**config.mk**
```make
export PLATFORM = sky130hd
export DESIGN_NAME = pio_strobe_gen
export DESIGN_NICKNAME = d
export VERILOG_FILES = /design/src/rtl/pio_strobe_pkg.sv /design/src/rtl/pio_timing_regs.sv /design/src/rtl/pio_sync2.sv /design/src/rtl/pio_strobe_fsm.sv /design/src/rtl/pio_strobe_gen.sv
export SDC_FILE = /design/constraint.sdc
export NUM_CORES = 1
export LEC_CHECK = 0
export BUFFER_PORTS_ARGS = -buffer_cell sky130_fd_sc_hd__buf_4
export CAP_MARGIN = 20
export CORE_UTILIZATION = 61
export CTS_BUF_LIST = sky130_fd_sc_hd__clkbuf_2
export CTS_CLUSTER_SIZE = 24
export DETAILED_ROUTE_END_ITERATION = 16
export PLACE_DENSITY = 0.8
export SLEW_MARGIN = 5
export SYNTH_ARGS = -nofsm -noshare
export SYNTH_HDL_FRONTEND = slang
export SYNTH_SLANG_ARGS = --single-unit
```
**constraint.sdc**
```tcl
create_clock -name clk -period 3.2 [get_ports clk]
set_clock_uncertainty 0.05 [all_clocks]
set_input_delay 0.64 -clock clk [delete_from_list [all_inputs] [get_ports clk]]
set_output_delay 0.64 -clock clk [all_outputs]
set_load 0.05 [all_outputs]
```
**src/rtl/pio_strobe_pkg.sv**
```systemverilog
package pio_strobe_pkg;
  localparam int WORD_W   = 16;
  localparam int ACT_W    = 8;
  localparam int ACT_LSB  = 8;
  localparam int REC_W    = 6;
  localparam int RDY_BIT  = 6;

  typedef enum logic [1:0] {ST_IDLE, ST_ACT, ST_REC} pio_state_e;

  typedef struct packed {
    logic [ACT_W-1:0] act;
    logic [REC_W-1:0] rec;
    logic             rdy_en;
  } pio_timing_t;

  function automatic pio_timing_t unpack_word(input logic [WORD_W-1:0] w);
    pio_timing_t t;
    t.act    = w[ACT_LSB +: ACT_W];
    t.rec    = w[REC_W-1:0];
    t.rdy_en = w[RDY_BIT];
    return t;
  endfunction
endpackage

```
**src/rtl/pio_timing_regs.sv**
```systemverilog
module pio_timing_regs
  import pio_strobe_pkg::*;
#(
  parameter int NUM_DRIVES = 2,
  parameter int ADDR_W     = 2,
  parameter int DRV_W      = 1
) (
  input  logic              clk,
  input  logic              rst_n,
  input  logic              cfg_we,
  input  logic [ADDR_W-1:0] cfg_addr,
  input  logic [WORD_W-1:0] cfg_wdata,
  input  logic              chan_rst,
  input  logic [DRV_W-1:0]  rd_drive,
  output logic [WORD_W-1:0] rd_word,
  output logic              fast_mode
);
  logic [WORD_W-1:0] words [NUM_DRIVES];

  for (genvar d = 0; d < NUM_DRIVES; d++) begin : g_word
    always_ff @(posedge clk or negedge rst_n) begin
      if (!rst_n)
        words[d] <= '0;
      else if (cfg_we && cfg_addr == ADDR_W'(d))
        words[d] <= cfg_wdata;
    end
  end

  // channel reset outranks a same-cycle control write
  always_ff @(posedge clk or negedge rst_n) begin
    if (!rst_n)
      fast_mode <= 1'b0;
    else if (chan_rst)
      fast_mode <= 1'b0;
    else if (cfg_we && cfg_addr == ADDR_W'(NUM_DRIVES))
      fast_mode <= cfg_wdata[0];
  end

  assign rd_word = words[rd_drive];
endmodule

```
**src/rtl/pio_sync2.sv**
```systemverilog
module pio_sync2 #(
  parameter logic RST_VAL = 1'b1
) (
  input  logic clk,
  input  logic rst_n,
  input  logic d,
  output logic q
);
  logic meta;

  always_ff @(posedge clk or negedge rst_n) begin
    if (!rst_n) begin
      meta <= RST_VAL;
      q    <= RST_VAL;
    end else begin
      meta <= d;
      q    <= meta;
    end
  end
endmodule

```
**src/rtl/pio_strobe_fsm.sv**
```systemverilog
module pio_strobe_fsm
  import pio_strobe_pkg::*;
#(
  parameter int TMO_UNITS = 256,
  localparam int TMO_W    = (TMO_UNITS > 2) ? $clog2(TMO_UNITS) : 1,
  localparam int CNT_W    = (ACT_W > REC_W) ? ACT_W : REC_W
) (
  input  logic        clk,
  input  logic        rst_n,
  input  logic        req_valid,
  input  logic        req_write,
  output logic        req_ready,
  input  pio_timing_t tim_i,
  input  logic        rdy_s,
  output logic        dior_n,
  output logic        diow_n,
  output logic        done,
  output logic        err_o
);
  pio_state_e  state;
  pio_timing_t tim_q;
  logic [CNT_W-1:0] cnt;
  logic [TMO_W-1:0] wcnt;
  logic wr_q, err_q;

  always_ff @(posedge clk or negedge rst_n) begin
    if (!rst_n) begin
      state <= ST_IDLE;
      tim_q <= '0;
      cnt   <= '0;
      wcnt  <= '0;
      wr_q  <= 1'b0;
      err_q <= 1'b0;
    end else begin
      case (state)
        ST_IDLE: if (req_valid) begin
          state <= ST_ACT;
          tim_q <= tim_i;
          wr_q  <= req_write;
          cnt   <= CNT_W'(tim_i.act);
          wcnt  <= '0;
          err_q <= 1'b0;
        end
        ST_ACT: begin
          if (cnt != '0) begin
            cnt <= cnt - 1'b1;
          end else if (tim_q.rdy_en && !rdy_s) begin
            if (wcnt == TMO_W'(TMO_UNITS - 1)) begin
              err_q <= 1'b1;
              state <= ST_REC;
              cnt   <= CNT_W'(tim_q.rec);
            end else begin
              wcnt <= wcnt + 1'b1;
            end
          end else begin
            state <= ST_REC;
            cnt   <= CNT_W'(tim_q.rec);
          end
        end
        ST_REC: begin
          if (cnt == '0) state <= ST_IDLE;
          else           cnt   <= cnt - 1'b1;
        end
        default: state <= ST_IDLE;
      endcase
    end
  end

  assign req_ready = (state == ST_IDLE);
  assign dior_n    = !(state == ST_ACT && !wr_q);
  assign diow_n    = !(state == ST_ACT &&  wr_q);
  assign done      = (state == ST_REC) && (cnt == '0);
  assign err_o     = done && err_q;
endmodule

```
**src/rtl/pio_strobe_gen.sv**
```systemverilog
module pio_strobe_gen
  import pio_strobe_pkg::*;
#(
  parameter int NUM_DRIVES = 2,
  parameter int TMO_UNITS  = 256,
  parameter int MODE0_ACT  = 6,
  parameter int MODE0_REC  = 14,
  localparam int ADDR_W    = $clog2(NUM_DRIVES + 1),
  localparam int DRV_W     = (NUM_DRIVES > 1) ? $clog2(NUM_DRIVES) : 1
) (
  input  logic              clk,
  input  logic              rst_n,
  input  logic              req_valid,
  output logic              req_ready,
  input  logic              req_write,
  input  logic [DRV_W-1:0]  req_drive,
  input  logic              cfg_we,
  input  logic [ADDR_W-1:0] cfg_addr,
  input  logic [15:0]       cfg_wdata,
  input  logic              chan_rst,
  input  logic              iordy,
  output logic              dior_n,
  output logic              diow_n,
  output logic              done,
  output logic              err_o
);
  logic [WORD_W-1:0] rd_word;
  logic              fast_mode;
  logic              rdy_s;
  pio_timing_t       sel_tim;
  logic              unused_spare;

  assign unused_spare = rd_word[7];

  pio_timing_regs #(
    .NUM_DRIVES(NUM_DRIVES), .ADDR_W(ADDR_W), .DRV_W(DRV_W)
  ) regs_i (
    .clk(clk), .rst_n(rst_n), .cfg_we(cfg_we), .cfg_addr(cfg_addr),
    .cfg_wdata(cfg_wdata), .chan_rst(chan_rst), .rd_drive(req_drive),
    .rd_word(rd_word), .fast_mode(fast_mode)
  );

  pio_sync2 #(.RST_VAL(1'b1)) sync_i (
    .clk(clk), .rst_n(rst_n), .d(iordy), .q(rdy_s)
  );

  always_comb begin
    if (fast_mode) begin
      sel_tim = unpack_word(rd_word);
    end else begin
      sel_tim.act    = ACT_W'(MODE0_ACT - 1);
      sel_tim.rec    = REC_W'(MODE0_REC - 1);
      sel_tim.rdy_en = 1'b0;
    end
  end

  pio_strobe_fsm #(.TMO_UNITS(TMO_UNITS)) fsm_i (
    .clk(clk), .rst_n(rst_n), .req_valid(req_valid), .req_write(req_write),
    .req_ready(req_ready), .tim_i(sel_tim), .rdy_s(rdy_s),
    .dior_n(dior_n), .diow_n(diow_n), .done(done), .err_o(err_o)
  );
endmodule

```
==> results of run 1 <==
## flip-flops by register name (all words and copies together) (netlist names)
signal / count
regs_i.words: 30
fsm_i.cnt: 8
fsm_i.wcnt: 8
fsm_i.tim_q: 7
fsm_i.state: 2
fsm_i.err_q: 1
fsm_i.wr_q: 1
regs_i.fast_mode: 1
sync_i.meta: 1
sync_i.q: 1
## how the worst max path moves through the flow
stage | from | depth (start not counted) | slack (ns) | end
detailed placement | fsm_i.cnt[0]$_DFFE_PN0P_ | 7 | 0.62 | err_o
global route | fsm_i.cnt[0]$_DFFE_PN0P_ | 7 | -0.007 | err_o
CTS | fsm_i.cnt[0]$_DFFE_PN0P_ | 7 | 0.09 | err_o
floorplan | fsm_i.cnt[0]$_DFFE_PN0P_ | 5 | 0.55 | err_o
global placement | fsm_i.cnt[0]$_DFFE_PN0P_ | 7 | 0.65 | err_o
finish | fsm_i.cnt[0]$_DFFE_PN0P_ | 7 | 0.11 | err_o
## synth_stat cells, types with 3 or more instances
| master | n | area share |
|---|---|---|
| dfrtp_1 | 58 | 0.48 |
| mux2_2 | 32 | 0.12 |
| nor2_1 | 24 | 0.030 |
| o21ai_0 | 21 | 0.035 |
| nand2_1 | 18 | 0.022 |
| a21oi_1 | 17 | 0.028 |
| mux2i_1 | 15 | 0.050 |
| clkbuf_1 | 11 | 0.014 |
| nand3_1 | 7 | 0.012 |
| nor3_1 | 7 | 0.012 |
| inv_1 | 6 | 0.0075 |
| and3_1 | 5 | 0.010 |
| ha_1 | 5 | 0.021 |
| xor2_1 | 5 | 0.014 |
| nand2b_1 | 4 | 0.0083 |
| a211oi_1 | 3 | 0.0075 |
| a31oi_1 | 3 | 0.0062 |
| nand4_1 | 3 | 0.0062 |
| o21a_1 | 3 | 0.0075 |
## logic make-up after synthesis
group                      share of synthesized area
DFF                                            0.498
muxes                                          0.169
buffers and inverters                         0.0265
and+or+nand+nor                                0.140
AOI/OAI and AO/OA                              0.129
xor gates and xnor gates                      0.0174
adders and majority gates                     0.0207
## cells in the final DEF (no fill, tap or decap), types with 3 or more instances in the layout
cell / n
ha_1: 4
dfrtp_1: 58
clkbuf_2: 12
a211oi_1: 3
a31oi_1: 3
nand4_1: 3
buf_4: 32
a21oi_1: 17
nand2_1: 18
mux2i_1: 15
nand3_1: 7
nand2b_1: 4
xor2_1: 5
nor3_1: 7
o21ai_0: 21
mux2_2: 32
o21a_1: 3
nor2_1: 24
inv_1: 6
and3_1: 5
## through the flow
step                       TNS, ns  hold slack [ns]   util  setup WS, ns
final                            0            0.159  0.711         0.107
after global routing      -0.00695            0.193  0.711      -0.00695
after CTS                        0            0.188  0.709        0.0904
after detailed placement         0            0.301  0.692         0.617
after global placement           0            0.296  0.692         0.646
after floorplan                  0            0.294      -         0.552
## power groups by stage
stage | logic (W) | registers, W | clock network [W]
6_report | 0.00111 | 0.00102 | 0.000370
5_1_grt | 0.00123 | 0.00104 | 0.000410
4_1_cts | 0.00110 | 0.00102 | 0.000379
3_5_place_dp | 0.00109 | 0.00104 | 0
3_3_place_gp | 0.00108 | 0.00103 | 0
2_1_floorplan | 0.000872 | 0.000995 | 0
## cell type report
type,instances,area [µm²]
sequential,60,1500
clock inverter,4,20.0
timing repair buffer,32,240
clock buffer,12,60.1
fill,406,1370
tap,67,83.8
inverter,6,22.5
multi-input combinational,202,1450
## per-layer routing
layer,vias up,part of all wire,GRT usage
met1,1072,0.47,0.342
li1,1084,-,-
met3,13,0.033,0.0431
met5,-,0,0
met2,47,0.48,0.385
met4,0,0.021,0.120
==> flow_metrics.env, run 1 <==
export IMPL_nets=342
export IMPL_grt_max_degree=61
export IMPL_io_buffers=29
export IMPL_arrival_ns=2.40
export IMPL_net_switching_power_w=0.00105
export IMPL_cts_sinks=60
export IMPL_htreeDepth=3
export IMPL_status="completed"
export IMPL_cp_cell_sequence="inv_1 > ha_2 > or4b_4 > nor2_1 > buf_4 > and3_1 > buf_4"
export IMPL_cts_root_buf="clkbuf_2"
export IMPL_synth_fp_nets=312
export IMPL_synthCells=281
export IMPL_drv_cap=0
export IMPL_drtAntennaViolNets=0
export IMPL_avgViaCountPerCell=5.79
export IMPL_core_area_um2=4750
export IMPL_cts_tree="built"
export IMPL_gp_congestion=0.843
export IMPL_drv_slew=0
export IMPL_die_h_um=72.4
export IMPL_place_area_um2=3290
export IMPL_crit_path_frequent_cell="buf_4"
export IMPL_clkPwrFrac=0.148
export IMPL_r2r_start="fsm_i.cnt[0]$_DFFE_PN0P_"
export IMPL_cts_resized=0
export IMPL_clockBufferDepth=2
export IMPL_holdBufCountCts=0
export IMPL_placement_rows=25
export IMPL_synth_edf_count=0
export IMPL_die_w_um=72.4
export IMPL_place_detailed_hpwl_um=4200
export IMPL_async_flop_share=1.00
export IMPL_p_int_w=0.00145
export IMPL_worst_path_dominant_cell_family="simple AND/OR/NAND/NOR gates"
export IMPL_clk_latency_ns=0.44
export IMPL_avgSynthCellArea_um2=10.7
export IMPL_io_pins=31
export IMPL_num_vias=2216
export IMPL_syn_area_um2=3020
export IMPL_seq_power_share=0.409
export IMPL_drt_total_wl_um=5930
export IMPL_dr_pass1_iters=5
export IMPL_area_growth_syn_to_layout_pct=11.9
export IMPL_stdcell_area_um2=3380
export IMPL_critPathKind="flop to output port"
export IMPL_cp_max_fo=7
export IMPL_power_density_nw_per_um2=741
export IMPL_worstMarginPinSlew_ns=0.757
export IMPL_start_util=0.635
export IMPL_min_period_over_period=0.966
export IMPL_p_leak_nw=1.51
export IMPL_setup_violations=0
export IMPL_postCtsSetupRepairBufs=0
export IMPL_dieArea_um2=5240
export IMPL_cts_made_buffers=9
export IMPL_p_total_w=0.00250
export IMPL_r2r_cells=7
export IMPL_yosysUniqueCellTypes=45
export IMPL_cts_clk_slew_worst_paths_ns=0.17
export IMPL_max_freq_mhz=323
export IMPL_gr_total_overflow=0
export IMPL_final_cell_count_no_fill=383
export IMPL_switching_share=0.420
export IMPL_worst_path_buf_inv=3
export IMPL_min_path_type="input port to asynchronous set/reset pin"
export IMPL_cp_required_ns=2.51
export IMPL_final_layout_size_suffix_gt1_frac=0.282
export IMPL_pwr_share_comb=0.444
export IMPL_cp_slowest_cell="or4b_4"
export IMPL_grt_pass1_wl_um=9810
export IMPL_r2r_end="fsm_i.wcnt[4]$_DFFE_PN0P_"
export IMPL_ys_flop_type="dfrtp_1"
export IMPL_antenna_cells=0
export IMPL_place_inst=367
export IMPL_ff2ff_setup_slack_ns=0.70
export IMPL_synth_warnings=0
export IMPL_drc=0
export IMPL_drtIter0Drc=121
export IMPL_start_kind="flop"
export IMPL_final_hold_viol_count=0
export IMPL_ir_drop_v=0.000416
export IMPL_antenna_found_initial=0
export IMPL_wl_per_cell_um=15.5
export IMPL_yosysSeqAreaShare=0.498
export IMPL_relSlewSlack=0.494
export IMPL_grt_pass1_vias=2099
export IMPL_period_minus_slack_ns=3.09
export IMPL_worst_setup_path_end_kind="output port"
export IMPL_max_stage_delay_ns=0.53
export IMPL_grt_use_total=0.249
export IMPL_ys_ff_latch=60
Note: power is estimated with default switching activity, not from simulation.
==> run 2, diff against run 1 <==
- CORE_MARGIN: unset -> 5
- SETUP_SLACK_MARGIN: unset -> 0.4
==> run 2 against run 1 <==
Compared with the run above: core utilization is 2.0 points higher; power increased by 5.3%; cell count rose by 2.3%; global-route usage shrank 3.1 points; sequential cell count unchanged; sequential share of layout area fell by 1.2 points; worst hold slack improved by 0.0026 ns; clock power rose by 1%; wire length increased by 8.5%; final area rose by 2.8%; via count rose by 3.2%.
==> flow_metrics.env, run 2 (synthesis gave the netlist of run 1 again) <==
export IMPL_status="completed"
export IMPL_clk_latency_ns=0.46
export IMPL_die_w_um=80.4
export IMPL_core_area_um2=4750
export IMPL_use_met1=0.292
export IMPL_drv_cap=0
export IMPL_period_minus_slack_ns=2.81
export IMPL_num_vias=2287
export IMPL_top_regs="regs_i.words (30), fsm_i.cnt (8), fsm_i.wcnt (8)"
export IMPL_final_hold_viol_count=0
export IMPL_p_leak_nw=1.55
export IMPL_htreeDepth=3
export IMPL_cts_tree="built"
export IMPL_startpoint="fsm_i.cnt[0]$_DFFE_PN0P_"
export IMPL_cts_clk_slew_worst_paths_ns=0.17
export IMPL_start_util=0.635
export IMPL_drv_slew=0
export IMPL_drt_total_wl_um=6430
export IMPL_cp_cell_sequence="inv_2 > ha_4 > or4b_4 > nor2_2 > buf_4 > and3_4 > buf_8"
export IMPL_grt_max_degree=61
export IMPL_gp_congestion=0.950
export IMPL_whs_ns=0.161
export IMPL_met2_usage=0.349
export IMPL_power_density_nw_per_um2=758
export IMPL_wl_per_cell_um=16.4
export IMPL_place_inst=367
export IMPL_avgViaCountPerCell=5.83
export IMPL_cp_required_ns=2.51
export IMPL_grt_pass1_wl_um=10800
export IMPL_cp_max_fo=4
export IMPL_nFillCells=382
export IMPL_relSlewSlack=0.479
export IMPL_use_met3=0.0415
export IMPL_critPathKind="flop to output port"
export IMPL_die_h_um=80.4
export IMPL_max_freq_mhz=356
export IMPL_cts_root_buf="clkbuf_2"
export IMPL_clockBufferDepth=2
export IMPL_final_cell_mix="dfrtp_1, buf_4, mux2_2, nor2_1, o21ai_0"
export IMPL_layout_commonest_cell="dfrtp_1"
export IMPL_antenna_found_initial=0
export IMPL_start_kind="flop"
export IMPL_busiest_layer="met2"
export IMPL_cts_sinks=60
export IMPL_nets=351
export IMPL_drc=0
export IMPL_drtIter0Drc=256
export IMPL_antenna_cells=0
export IMPL_drtAntennaViolNets=0
export IMPL_final_layout_size_suffix_gt1_frac=0.317
export IMPL_top_register="regs_i.words"
export IMPL_grt_pass1_vias=2252
export IMPL_max_stage_delay_ns=0.47
export IMPL_arrival_ns=2.12
export IMPL_area_growth_syn_to_layout_pct=15.1
export IMPL_worst_setup_path_end_kind="output port"
export IMPL_final_cell_count_no_fill=392
export IMPL_place_detailed_hpwl_um=4400
export IMPL_gr_total_overflow=0
export IMPL_min_period_over_period=0.877
export IMPL_final_util=0.731
export IMPL_dr_pass1_iters=4
export IMPL_grt_use_total=0.218
export IMPL_fin_tns_setup_ns=0
export IMPL_min_path_type="input port to asynchronous set/reset pin"
export IMPL_r2r_start="fsm_i.cnt[0]$_DFFE_PN0P_"
export IMPL_rsz0062_at_grt="yes"
export IMPL_cts_made_buffers=9
export IMPL_worstMarginPinSlew_ns=0.779
export IMPL_placement_rows=25
export IMPL_ir_drop_v=0.000396
export IMPL_cp_slowest_cell="or4b_4"
export IMPL_setup_violations=0
export IMPL_io_pins=31
export IMPL_dieArea_um2=6460
export IMPL_io_buffers=29
export IMPL_largest_reg_flops=30
export IMPL_r2r_cells=8
[run 2: cell count changes in the layout (fill, tap and decap cells not counted), sizes merged]
| cell | delta |
|---|---|
| buf | +9 |
| clkinv | +3 |
| clkbuf | -2 |
| clkinvlp | -1 |
[run 2: final timing paths]
path | to | slack [ns]
max | err_o | 0.39
min | fsm_i.cnt[0]$_DFFE_PN0P_ | 0.16
max reg2reg | fsm_i.cnt[1]$_DFFE_PN0P_ | 0.69
min reg2reg | sync_i.q$_DFF_PN1_ | 0.33
max in group asynchronous | regs_i.words[12]$_DFFE_PN0P_ | 2.42
min in group clk | sync_i.meta$_DFF_PN1_ | 0.21
[run 2: where the power goes]
group	total (W)	switching, W	internal, W
clock network	0.000375	0.000276	0.0000983
registers	0.00103	0.000119	0.000906
logic	0.00124	0.000722	0.000515
[run 2: what timing repair did]
| action | 4_1_cts | 5_1_grt |
|---|---|---|
| hold buffers | 0 | 0 |
| gates resized for setup | 7 | 3 |
| endpoints found under the setup margin | 2 | 4 |
| setup buffers | 6 | 3 |
| pin swaps | 2 | 1 |
[run 2: through the flow]
stage / power (W) / setup slack [ns] / cell area (µm²)
final: 0.00264 / 0.393 / 3480
after floorplan: 0.00187 / 0.552 / 3020
after CTS: 0.00258 / 0.386 / 3440
after global placement: 0.00211 / 0.645 / 3290
after global routing: 0.00282 / 0.268 / 3480
after detailed placement: 0.00214 / 0.625 / 3290
[run 2: cell type report]
cell class / count / area, µm² / area share
Clock inverter: 6 / 31.3 / 0.00900
Tap cell: 67 / 83.8 / 0.0241
Clock buffer: 10 / 50.0 / 0.0144
Inverter: 6 / 22.5 / 0.00648
Sequential cell: 60 / 1500 / 0.433
Multi-Input combinational cell: 202 / 1470 / 0.423
Timing Repair Buffer: 41 / 315 / 0.0907
[run 2: per-layer routing]
layer | vias to the layer above | wire (µm)
met3 | 11 | 261
met5 | - | 0
met1 | 1112 | 2950
met2 | 67 | 3120
li1 | 1097 | -
met4 | 0 | 90
[run 2: critical path: cells and delay by family, from the launching register on]
family / cells / cell delay (ns)
AND/OR/NAND/NOR: 3 / 0.75
flip-flops: 1 / 0.43
buffers and inverters: 3 / 0.34
adder cells (fa/ha/maj): 1 / 0.15
